<file path="config.mk">
export PLATFORM = sky130hd
export DESIGN_NAME = sar_seq
export DESIGN_NICKNAME = d
export VERILOG_FILES = /design/src/rtl/sar_pkg.sv /design/src/rtl/sar_ctrl.sv /design/src/rtl/sar_datapath.sv /design/src/rtl/sar_seq.sv
export SDC_FILE = /design/constraint.sdc
export NUM_CORES = 1
export LEC_CHECK = 0
export BUFFER_PORTS_ARGS = -buffer_cell sky130_fd_sc_hd__buf_2
export CAP_MARGIN = 15
export CORE_ASPECT_RATIO = 0.7
export CORE_MARGIN = 2
export CORE_UTILIZATION = 50
export DETAILED_ROUTE_END_ITERATION = 12
export PLACE_DENSITY = 0.7
export SETUP_SLACK_MARGIN = 0.15
export SLEW_MARGIN = 20
export SYNTH_ARGS = -nofsm -noshare
export SYNTH_HDL_FRONTEND = slang
export SYNTH_SLANG_ARGS = --single-unit
</file>
<file path="constraint.sdc">
create_clock -name clk -period 5.95 [get_ports clk]
set_input_delay 0.595 -clock clk [delete_from_list [all_inputs] [get_ports clk]]
set_output_delay 0.595 -clock clk [all_outputs]
set_load 0.05 [all_outputs]
</file>
<file path="src/rtl/sar_pkg.sv">
package sar_pkg;
  localparam int DIV_W = 5;

  typedef enum logic [1:0] {ST_IDLE, ST_ACQ, ST_CONV} sarState_t;

  typedef struct packed {
    logic clr;
    logic loadMsb;
    logic decide;
    logic commit;
    logic leftJust;
  } sarStrobe_t;

  function automatic logic [DIV_W-1:0] divLast(input logic [1:0] sel);
    case (sel)
      2'd0:    divLast = DIV_W'(1);
      2'd1:    divLast = DIV_W'(7);
      default: divLast = DIV_W'(31);
    endcase
  endfunction
endpackage

</file>
<file path="src/rtl/sar_ctrl.sv">
module sar_ctrl
  import sar_pkg::*;
#(
  parameter int RES_W = 10,
  parameter int CH_W  = 2,
  parameter int ACQ_W = 8
) (
  input  logic             clk,
  input  logic             rst_n,
  input  logic             goSet,
  input  logic [1:0]       divSel,
  input  logic             leftJustify,
  input  logic [CH_W-1:0]  chanSel,
  input  logic [ACQ_W-1:0] acqCycles,
  output sarStrobe_t       stb,
  output logic             goBusy,
  output logic             done
);
  localparam int STEP_W = (RES_W > 1) ? $clog2(RES_W) : 1;

  sarState_t        state;
  logic [DIV_W-1:0] divCnt, divEnd;
  logic [ACQ_W-1:0] acqCnt, acqLen;
  logic [STEP_W-1:0] stepCnt;
  logic [CH_W-1:0]  lastChan;
  logic             leftQ;
  logic             startAcq, periodEnd, lastStep;

  assign startAcq  = (chanSel != lastChan) && (acqCycles != '0);
  assign periodEnd = (state == ST_CONV) && (divCnt == divEnd);
  assign lastStep  = (stepCnt == STEP_W'(RES_W - 1));

  always_comb begin
    stb          = '0;
    stb.leftJust = leftQ;
    case (state)
      ST_IDLE: if (goSet) begin
        stb.clr     = startAcq;
        stb.loadMsb = !startAcq;
      end
      ST_ACQ:  stb.loadMsb = (acqCnt == acqLen - 1'b1);
      ST_CONV: begin
        stb.decide = periodEnd;
        stb.commit = periodEnd && lastStep;
      end
      default: ;
    endcase
  end

  always_ff @(posedge clk or negedge rst_n) begin
    if (!rst_n) begin
      state    <= ST_IDLE;
      divCnt   <= '0;
      divEnd   <= '0;
      acqCnt   <= '0;
      acqLen   <= '0;
      stepCnt  <= '0;
      lastChan <= '0;
      leftQ    <= 1'b0;
      goBusy   <= 1'b0;
      done     <= 1'b0;
    end else begin
      done <= 1'b0;
      case (state)
        ST_IDLE: if (goSet) begin
          lastChan <= chanSel;
          divEnd   <= divLast(divSel);
          leftQ    <= leftJustify;
          acqLen   <= acqCycles;
          acqCnt   <= '0;
          divCnt   <= '0;
          stepCnt  <= '0;
          goBusy   <= 1'b1;
          state    <= startAcq ? ST_ACQ : ST_CONV;
        end
        ST_ACQ: begin
          if (acqCnt == acqLen - 1'b1) state <= ST_CONV;
          else                         acqCnt <= acqCnt + 1'b1;
        end
        ST_CONV: begin
          if (periodEnd) begin
            divCnt <= '0;
            if (lastStep) begin
              state  <= ST_IDLE;
              goBusy <= 1'b0;
              done   <= 1'b1;
            end else begin
              stepCnt <= stepCnt + 1'b1;
            end
          end else begin
            divCnt <= divCnt + 1'b1;
          end
        end
        default: state <= ST_IDLE;
      endcase
    end
  end


  go_accept_chk: assert property (@(posedge clk) disable iff (!rst_n)
    (goSet && !goBusy) |=> goBusy);

  done_with_clear_chk: assert property (@(posedge clk) disable iff (!rst_n)
    $fell(goBusy) |-> done);

  done_single_chk: assert property (@(posedge clk) disable iff (!rst_n)
    done |=> !done);

  div_range_chk: assert property (@(posedge clk) disable iff (!rst_n)
    (state == ST_CONV) |-> (divCnt <= divEnd));
endmodule

</file>
<file path="src/rtl/sar_datapath.sv">
module sar_datapath
  import sar_pkg::*;
#(
  parameter int RES_W = 10
) (
  input  logic             clk,
  input  logic             rst_n,
  input  sarStrobe_t       stb,
  input  logic             cmpAbove,
  output logic [RES_W-1:0] dacCode,
  output logic [15:0]      result
);
  localparam int PAD = 16 - RES_W;
  localparam logic [RES_W-1:0] MSB_ONE = {1'b1, {(RES_W-1){1'b0}}};

  logic [RES_W-1:0] trial, mask, kept;

  assign kept    = cmpAbove ? trial : (trial & ~mask);
  assign dacCode = trial;

  always_ff @(posedge clk or negedge rst_n) begin
    if (!rst_n) begin
      trial  <= '0;
      mask   <= '0;
      result <= '0;
    end else begin
      if (stb.clr) begin
        trial <= '0;
        mask  <= '0;
      end else if (stb.loadMsb) begin
        trial <= MSB_ONE;
        mask  <= MSB_ONE;
      end else if (stb.decide) begin
        trial <= kept | (mask >> 1);
        mask  <= mask >> 1;
      end
      if (stb.commit)
        result <= stb.leftJust ? (16'(kept) << PAD) : 16'(kept);
    end
  end


  mask_onehot_chk: assert property (@(posedge clk) disable iff (!rst_n)
    $onehot0(mask));

  trial_hold_chk: assert property (@(posedge clk) disable iff (!rst_n)
    !(stb.clr || stb.loadMsb || stb.decide) |=> $stable(trial));

  generate
    if (PAD > 0) begin : g_pad

      left_pad_chk: assert property (@(posedge clk) disable iff (!rst_n)
        (stb.commit && stb.leftJust) |=> (result[PAD-1:0] == '0));
    end
  endgenerate
endmodule

</file>
<file path="src/rtl/sar_seq.sv">
module sar_seq
  import sar_pkg::*;
#(
  parameter int RES_W = 10,
  parameter int CH_W  = 2,
  parameter int ACQ_W = 8
) (
  input  logic             clk,
  input  logic             rst_n,
  input  logic             goSet,
  input  logic [1:0]       divSel,
  input  logic             leftJustify,
  input  logic [CH_W-1:0]  chanSel,
  input  logic [ACQ_W-1:0] acqCycles,
  input  logic             cmpAbove,
  output logic [RES_W-1:0] dacCode,
  output logic [15:0]      result,
  output logic             goBusy,
  output logic             done
);
  sarStrobe_t stb;

  sar_ctrl #(.RES_W(RES_W), .CH_W(CH_W), .ACQ_W(ACQ_W)) ctrl_i (
    .clk(clk), .rst_n(rst_n), .goSet(goSet), .divSel(divSel),
    .leftJustify(leftJustify), .chanSel(chanSel), .acqCycles(acqCycles),
    .stb(stb), .goBusy(goBusy), .done(done)
  );

  sar_datapath #(.RES_W(RES_W)) dp_i (
    .clk(clk), .rst_n(rst_n), .stb(stb), .cmpAbove(cmpAbove),
    .dacCode(dacCode), .result(result)
  );
endmodule

</file>
After elaboration in Yosys (flattened, before gate mapping):

Index checks and enable logic that the tools add are counted.

* bits in registers: 73
* input port bits: 17
* word-level logic and storage cells: 85

* add/subtract/negate cells: 4
* equal/unequal tests: 13
* multiplexer cells: 36
* bitwise gates (word level): 3
* reduce and logical (&&, ||, !) cells: 16

Operators with widths (number)
* 2-to-1 mux 10 bit: 7
* one-hot mux 5 bit (2 select lines): 2
* 2-to-1 mux 16 bit: 1
* 2-to-1 mux 8 bit: 2
* one-hot mux 8 bit (2 select lines): 1
* 2-to-1 mux 2 bit: 7
* 2-to-1 mux 4 bit: 3
* AND reduction 4 bit: 3
* bitwise AND 10 bit: 1
* 2-to-1 mux 5 bit: 2
* inverter 10 bit: 1
* bitwise OR 10 x 9 -> 10 bit: 1
* adder 8 x 1 -> 8 bit (second input constant): 1
* equality test 8 bit: 1
* one-hot mux 4 bit (2 select lines): 1
* nonzero test 8 bit: 1
* subtractor 8 x 1 -> 8 bit (second input constant): 1
* 2-to-1 mux 1 bit: 7
* != test 2 x 1 -> 1 bit (second input constant): 3
* != test 2 bit (second input constant): 3
* one-hot mux 2 bit (3 select lines): 1
* adder 5 x 1 -> 5 bit (second input constant): 1
* equality test 5 bit: 1
* adder 4 x 1 -> 4 bit (second input constant): 1
* other kinds (12): 19

Depth between registers and ports, before layout:

Gate-level depths: netlist of the first run.

* depth after elaboration: 7
* gate-level depth with buffers: 10
* depth with buffers taken out: 9

By module:

Synthesis of the first run repeated with hierarchy kept, for this count alone.

* cells, all modules: 370
* area total of the unflattened synthesis: 3422.0 um^2

By module, submodules not included
* sar_ctrl: instances 1, cells an instance 219, area an instance 1916.8 um^2
* sar_datapath: instances 1, cells an instance 151, area an instance 1505.2 um^2

Worst setup path after synthesis of the first run:

No wires, ideal clock.

* path type: register -> register
* start: reg ctrl_i.acqLen[0]
* end: reg ctrl_i.acqCnt[0]
* arrival time: 2.121 ns
* required time: 5.822 ns
* setup slack: 3.702 ns
* cell stages (with the launch flop): 10
* path buffers: 0
* cells stage by stage: dfrtp_1 -> inv_1 -> ha_1 -> nor3b_1 -> nand2_1 -> xnor2_1 -> nand4_1 -> nor4b_4 -> or3_1 -> mux2_1

* longest elaborated chain between the ends: 4

Ends and longest elaborated chain
* start: declaration: line sar_ctrl.sv:23 `logic [ACQ_W-1:0] acqCnt, acqLen;`
* start signal: assignment: line sar_ctrl.sv:69 `acqLen <= acqCycles;`
* subtractor 8 x 1 -> 8 bit: line sar_ctrl.sv:77 `if (acqCnt == acqLen - 1'b1) state <= ST_CONV;`
* equality test 8 bit: line sar_ctrl.sv:77
* != test 2 bit (no line)
* AND reduction 3 bit (no line)
* end signal: assignment: line sar_ctrl.sv:78 `else acqCnt <= acqCnt + 1'b1;`
* end: declaration: line sar_ctrl.sv:23

No other way between the ends.
A chain may end at the register's enable or synchronous reset.

Final worst setup path of the first run:

Same ends and word-level chain as after synthesis.

==> results of run 1 <==
flip-flops by register name, indices dropped and copies added (netlist names):
signal and flops:
dp_i.result 16, ctrl_i.divEnd 3, dp_i.mask 10, ctrl_i.state 2, ctrl_i.leftQ 1, ctrl_i.divCnt 5
dp_i.dacCode 10, ctrl_i.lastChan 2, ctrl_i.stepCnt 4, ctrl_i.done 1, ctrl_i.acqLen 8, ctrl_i.acqCnt 8
ctrl_i.goBusy 1
layer usage:
layer / GRT usage / routed length, um / vias to the layer above
met5: 0 / 0 / -
met4: 0.0863 / 116 / 0
met3: 0.0641 / 542 / 9
met2: 0.315 / 3380 / 68
met1: 0.321 / 4040 / 1392
li1: - / - / 1421
power by group through the flow:
stage	Combinational, W	Clock, W	Sequential, W
6_report	0.000431	0.000468	0.000670
3_5_place_dp	0.000428	0	0.000677
3_3_place_gp	0.000421	0	0.000672
5_1_grt	0.000487	0.000495	0.000682
2_1_floorplan	0.000349	0	0.000638
4_1_cts	0.000430	0.000476	0.000667
worst max-delay path: cells and delay by family, from the launching register on:
family / cells / cell delay (ps)
multiplexers: 1 / 330
adder cells (fa/ha/maj): 1 / 190
XOR/XNOR: 1 / 150
flip-flops: 1 / 420
AND/OR/NAND/NOR: 5 / 1470
buffers and inverters: 1 / 90
layout make-up:
class / count / area, sq um
fillers: 615 / 2760
flip-flops and latches: 71 / 1780
clock buffers: 9 / 124
inverters: 5 / 18.8
multi-input cells: 289 / 1720
well taps: 94 / 118
repair buffers: 47 / 243
clock inverters: 7 / 121
worst paths after layout:
check | from | slack [ps] | depth (start not counted) | to
setup reg to reg | ctrl_i.acqLen[0]$_DFFE_PN0P_ | 3180 | 9 | ctrl_i.acqCnt[0]$_DFFE_PN0P_
max in group asynchronous | rst_n | 4930 | 2 | dp_i.result[2]$_DFFE_PN0P_
min in group clk | acqCycles[4] | 450 | 3 | ctrl_i.acqLen[4]$_DFFE_PN0P_
hold / removal | rst_n | 440 | 2 | ctrl_i.divEnd[2]$_DFFE_PN0P_
setup / recovery | ctrl_i.acqLen[0]$_DFFE_PN0P_ | 3180 | 9 | ctrl_i.acqCnt[0]$_DFFE_PN0P_
hold reg to reg | dp_i.result[13]$_DFFE_PN0P_ | 480 | 2 | dp_i.result[13]$_DFFE_PN0P_
cell families after synthesis:
group	count (synthesis)	synth area share
compound gates	75	0.144
mux	6	0.0170
simple gates	187	0.261
buf+inv	23	0.0302
fa+ha+maj	5	0.0173
flops	71	0.492
xor+xnor	16	0.0388
through the flow:
step	hold slack [ps]	area (sq um)	utilization
CTS	440	4130	0.599
global placement	458	3880	0.564
floorplan	299	3610	-
global route	455	4130	0.599
finish	437	4130	0.599
detailed placement	465	3880	0.564
cells in the mapped netlist, drive strengths merged, types with 2 or more instances:
library cell / instances / area, sq um
nor4: 2 / 12.5
nand4: 6 / 37.5
a21oi: 9 / 56.3
buf: 4 / 37.5
nor2: 12 / 45.0
nand4b: 2 / 17.5
or4b: 2 / 20.0
ha: 5 / 62.6
inv: 5 / 18.8
mux2i: 5 / 50.1
xor2: 11 / 96.3
nand2: 93 / 349
or3: 3 / 20.0
a21boi: 8 / 60.1
o221ai: 5 / 43.8
a21o: 6 / 52.6
nand3: 18 / 90.1
o211ai: 4 / 30.0
and3: 4 / 25.0
nand3b: 5 / 37.5
xnor2: 5 / 43.8
nand2b: 21 / 131
dfrtp: 71 / 1780
o21ai: 26 / 130
o31ai: 6 / 45.0
nor4b: 2 / 32.5
or2: 2 / 12.5
nor2b: 4 / 25.0
nor3: 6 / 41.3
o2bb2ai: 2 / 17.5
clkbuf: 14 / 52.6
==> impl_metrics.ini, run 1 <==
[status]
status = completed

[floorplanning]
die_x_um = 106
coreArea_sq_um = 6880
initial_core_util = 0.525
io_pins = 45
die-area_sq_um = 7930
dieHeight_um = 75.1
fp-row-count = 25

[drt]
drc = 0
dr.pass1.iters = 5
wl_um = 8070
antenna_left = 0
detail_route.vias_per_cell = 5.54
drt_iter0_drc = 190
wl_per_cell_um = 15.5
num_vias = 2890

[grt]
grt_max_degree = 72
grt_pass1_vias = 2741
track_usage = 0.221
grt_pass1_wl_um = 13500
antenna_found_initial = 0
grt_overflow = 0

[logic_synthesis]
ys_warn_count = 0
synth_area_sq_um = 3610
ys_seq_area_frac = 0.492
synth_cell_types = 52
synth_flop_cell = dfrtp_1
async_flop_share = 1.00
synth_enable_flop_cells = 0
synth.ff_latch_count = 71
synthesis.nets = 405
syn_inst = 383
syn_area_per_cell_sq_um = 9.42

[sta]
min_period_ps = 2770
slew-limit-headroom = 0.372
setup-tns-final_ps = 0
rsz0062_at_grt = false
max_clock_freq_ghz = 0.361
setup_viol = 0
tightest_slew_ps = 942
hold_violations = 0
slew_viol_final = 0
post-route-period-util = 0.465
finClkSkew_ps = 9.38
timing.final.ws_setup_ps = 3180

[placement]
dp_cells = 506
place.port_buffers = 44
post-place-ws_ps = 3220
dpl.hpwl_um = 5470
gp_congestion = 0.829

[finish]
fin_cells = 522
drive_gt1_frac = 0.185
final_cell_mix = nand2_1, dfrtp_1, buf_2
antenna_cells = 0
fin_nets = 445
final_common_cell = nand2_1
area_growth_pct = 14.3

[clock_tree]
post_cts_resized = 0
cts_tree = yes
h-tree-depth = 3
numCtsBuffers = 9
postCtsSetupBuffers = 0
cts_buffer_depth = 2
cts_root_buf = clkbuf_8
numClockSinks = 71
path_clk_slew_ps = 80
clkLatencyLatePin_ps = 350
hold_buffers = 0

[setup_path]
end_kind = flip-flop
max_stage_delay_ps = 560
crit_slowest_cell = nor4b_4
crit_arrival_ps = 3000
path_cells = inv_1 -> ha_1 -> nor3b_1 -> nand2_1 -> xnor2_1 -> nand4_1 -> nor4b_4 -> or3_1 -> mux2_1
critPathLaunchType = flip-flop
cp_max_fo = 11
cp.required_ps = 6180
setup.worst_path.class = flip-flop to flip-flop

[power]
vdd_ir_drop_max_uv = 153
combPwrFrac = 0.275
clkPwrFrac = 0.298
power_frac_seq = 0.427
p_sw_frac = 0.360
power_w = 0.00157
cellPowerDensity_nw_per_um2 = 380
p_leak_nw = 1.94
power_switching_w = 0.000565
internal_power_w = 0.00100

[worst_hold_path]
min_path_type = input pin to async pin

[flow_run]
drv_cap = 0
Power figures use the tool's default switching activity.
==> inputs of run 2 (changes only) <==
--- a/config.mk
+++ b/config.mk
@@ -5,13 +5,14 @@
 export SDC_FILE = /design/constraint.sdc
 export NUM_CORES = 1
 export LEC_CHECK = 0
+export ABC_AREA = 1
 export BUFFER_PORTS_ARGS = -buffer_cell sky130_fd_sc_hd__buf_2
 export CAP_MARGIN = 15
 export CORE_ASPECT_RATIO = 0.7
 export CORE_MARGIN = 2
 export CORE_UTILIZATION = 50
 export DETAILED_ROUTE_END_ITERATION = 12
-export PLACE_DENSITY = 0.7
+export PLACE_DENSITY = 0.73
 export SETUP_SLACK_MARGIN = 0.15
 export SLEW_MARGIN = 20
 export SYNTH_ARGS = -nofsm -noshare
==> constraint.sdc (replaced) <==
create_clock -name clk -period 2.5 [get_ports clk]
set_input_delay 0.25 -clock clk [delete_from_list [all_inputs] [get_ports clk]]
set_output_delay 0.25 -clock clk [all_outputs]
set_load 0.05 [all_outputs]
==> run 2 against run 1 <==
Effect of this change:
- sequential share of layout area about the same
- highest routed layer unchanged
- sequential cell count unchanged
- largest cell class unchanged
- largest power group unchanged
- area after synthesis increased by 0.83%
==> impl_metrics.ini, run 2 <==
[status]
status = completed

[finish]
multi_input_area_sq_um = 1640
final_common_cell = nand2_1
fillers = 633
drive_gt1_frac = 0.173
area_growth_pct = 13.4
largest_reg_flops = 16
final_cell_mix = nand2_1, dfrtp_1, nand3_1
seqCellArea_sq_um = 1780
fin_nets = 521
largest_register = dp_i.result
antenna_cells = 0

[sta]
slew-limit-headroom = 0.407
min_period_ps = 2050
setup_viol = 0
slew_viol_final = 0
post-route-period-util = 0.818
finClkSkew_ps = 12.5
rsz0062_at_grt = false
tightest_slew_ps = 889
setup-tns-final_ps = 0
max_clock_freq_ghz = 0.489
whs_ps = 88.4
hold_violations = 0

[drt]
antenna_left = 0
detail_route.vias_per_cell = 5.25
drt_iter0_drc = 238
wl_um = 8030
drc = 0
dr.pass1.iters = 5
num_vias = 3134
wl_per_cell_um = 13.4

[logic_synthesis]
synth.ff_latch_count = 71
syn_area_per_cell_sq_um = 8.05
async_flop_share = 1.00
syn_inst = 452
synth_area_sq_um = 3640
synthTopCellsByArea = dfrtp_1, nand2_1, nand3_1
synthesis.nets = 474
synth_flop_cell = dfrtp_1
synth_enable_flop_cells = 0
ys_warn_count = 0
yosysMostFrequentCell = nand2_1
synth_cell_types = 35
ys_seq_area_frac = 0.488
ys_top_cells_by_count = nand2_1, dfrtp_1, nand3_1, inv_1, nor2_1
yosysTopAreaCell = dfrtp_1
yosysTopAreaCellShare = 0.488

[floorplanning]
die-area_sq_um = 7990
initial_core_util = 0.527
io_pins = 45
coreArea_sq_um = 6910
dieHeight_um = 75.4
die_x_um = 106
fp-row-count = 25

[worst_hold_path]
min_path_type = input pin to async pin

[setup_path]
critPathLaunchType = flip-flop
cp.required_ps = 2800
cp_max_fo = 15
setup.worst_path.class = flip-flop to flip-flop
end_kind = flip-flop
crit_arrival_ps = 2350

[clock_tree]
path_clk_slew_ps = 80
numCtsBuffers = 9
hold_buffers = 0
h-tree-depth = 3
clkLatencyLatePin_ps = 360
postCtsSetupBuffers = 0
cts_tree = yes
numClockSinks = 71
cts_root_buf = clkbuf_8
cts_buffer_depth = 2
post_cts_resized = 0

[placement]
dpl.hpwl_um = 5790
gp_congestion = 0.867
place.port_buffers = 44

[grt]
track_usage = 0.224
grt_overflow = 0
antenna_found_initial = 0
grt_pass1_wl_um = 13600
grt_pass1_vias = 2816
grt_max_degree = 72

[power]
vdd_ir_drop_max_uv = 554
p_leak_nw = 2.11
cellPowerDensity_nw_per_um2 = 896

[flow_run]
drv_cap = 0
==> run 2: worst max-delay path, cell delays in order (launching register included) <==
cell     delay [ps]
dfrtp_1         380
inv_1           150
ha_1            270
nand2_1          70
nand2_1          50
nor2_1           80
nand2_1          60
nor2_1           80
nand2_1          70
nor2_2          110
nand3_2         280
nand2_2         260
inv_1            80
nand2_1          60
==> run 2: logic make-up (layout without fill, tap and decap cells) <==
logic type               after synthesis  in the layout  synth area share
AO/OA/AOI/OAI                         51             51            0.0846
XOR/XNOR                              14             14            0.0337
adder cells (fa/ha/maj)                5              5            0.0172
buffers and inverters                 54            105            0.0626
flip-flops                            71             71             0.488
AND/OR/NAND/NOR                      257            257             0.314
==> run 2: final timing paths <==
path / startpoint / to / slack [ps] / cells past startpoint
max: ctrl_i.acqLen[0]$_DFFE_PN0P_ / dp_i.mask[9]$_DFFE_PN0P_ / 450 / 13
min: rst_n / ctrl_i.acqLen[2]$_DFFE_PN0P_ / 90 / 2
max reg2reg: ctrl_i.acqLen[0]$_DFFE_PN0P_ / dp_i.mask[9]$_DFFE_PN0P_ / 450 / 13
min reg2reg: ctrl_i.goBusy$_DFFE_PN0P_ / ctrl_i.goBusy$_DFFE_PN0P_ / 470 / 2
max in group asynchronous: rst_n / dp_i.result[3]$_DFFE_PN0P_ / 1820 / 2
min in group clk: divSel[1] / ctrl_i.divEnd[3]$_DFFE_PN0P_ / 110 / 3
==> run 2: through the flow <==
stage	power (W)	cell area, sq um	setup WS, ps	utilization	std cells
3_3_place_gp	0.00275	3930	582	0.569	582
4_1_cts	0.00372	4130	462	0.597	597
2_1_floorplan	0.00247	3640	773	-	452
3_5_place_dp	0.00278	3930	480	0.569	582
6_report	0.00370	4130	454	0.597	597
5_1_grt	0.00397	4130	202	0.597	597
==> run 2: layout make-up <==
cell class / instances / area share
clock buffer: 11 / 0.0367
tap: 94 / 0.0285
inverter: 44 / 0.0406
multi-input combinational: 327 / 0.396
timing repair buffer: 46 / 0.0570
clock inverter: 4 / 0.0109
sequential: 71 / 0.430
==> run 2: power by group <==
group | internal (W) | leakage (nW) | switching, W
Sequential | 0.00133 | 0.866 | 0.000200
Clock | 0.000504 | 0.105 | 0.000426
Combinational | 0.000368 | 1.14 | 0.000869
==> run 2: layer usage <==
| metal | vias up | GRT usage | wire [um] |
|---|---|---|---|
| met1 | 1483 | 0.325 | 4130 |
| met3 | 10 | 0.0727 | 487 |
| met2 | 80 | 0.315 | 3300 |
| li1 | 1561 | - | - |
| met4 | 0 | 0.0819 | 110 |
| met5 | - | 0 | 0 |
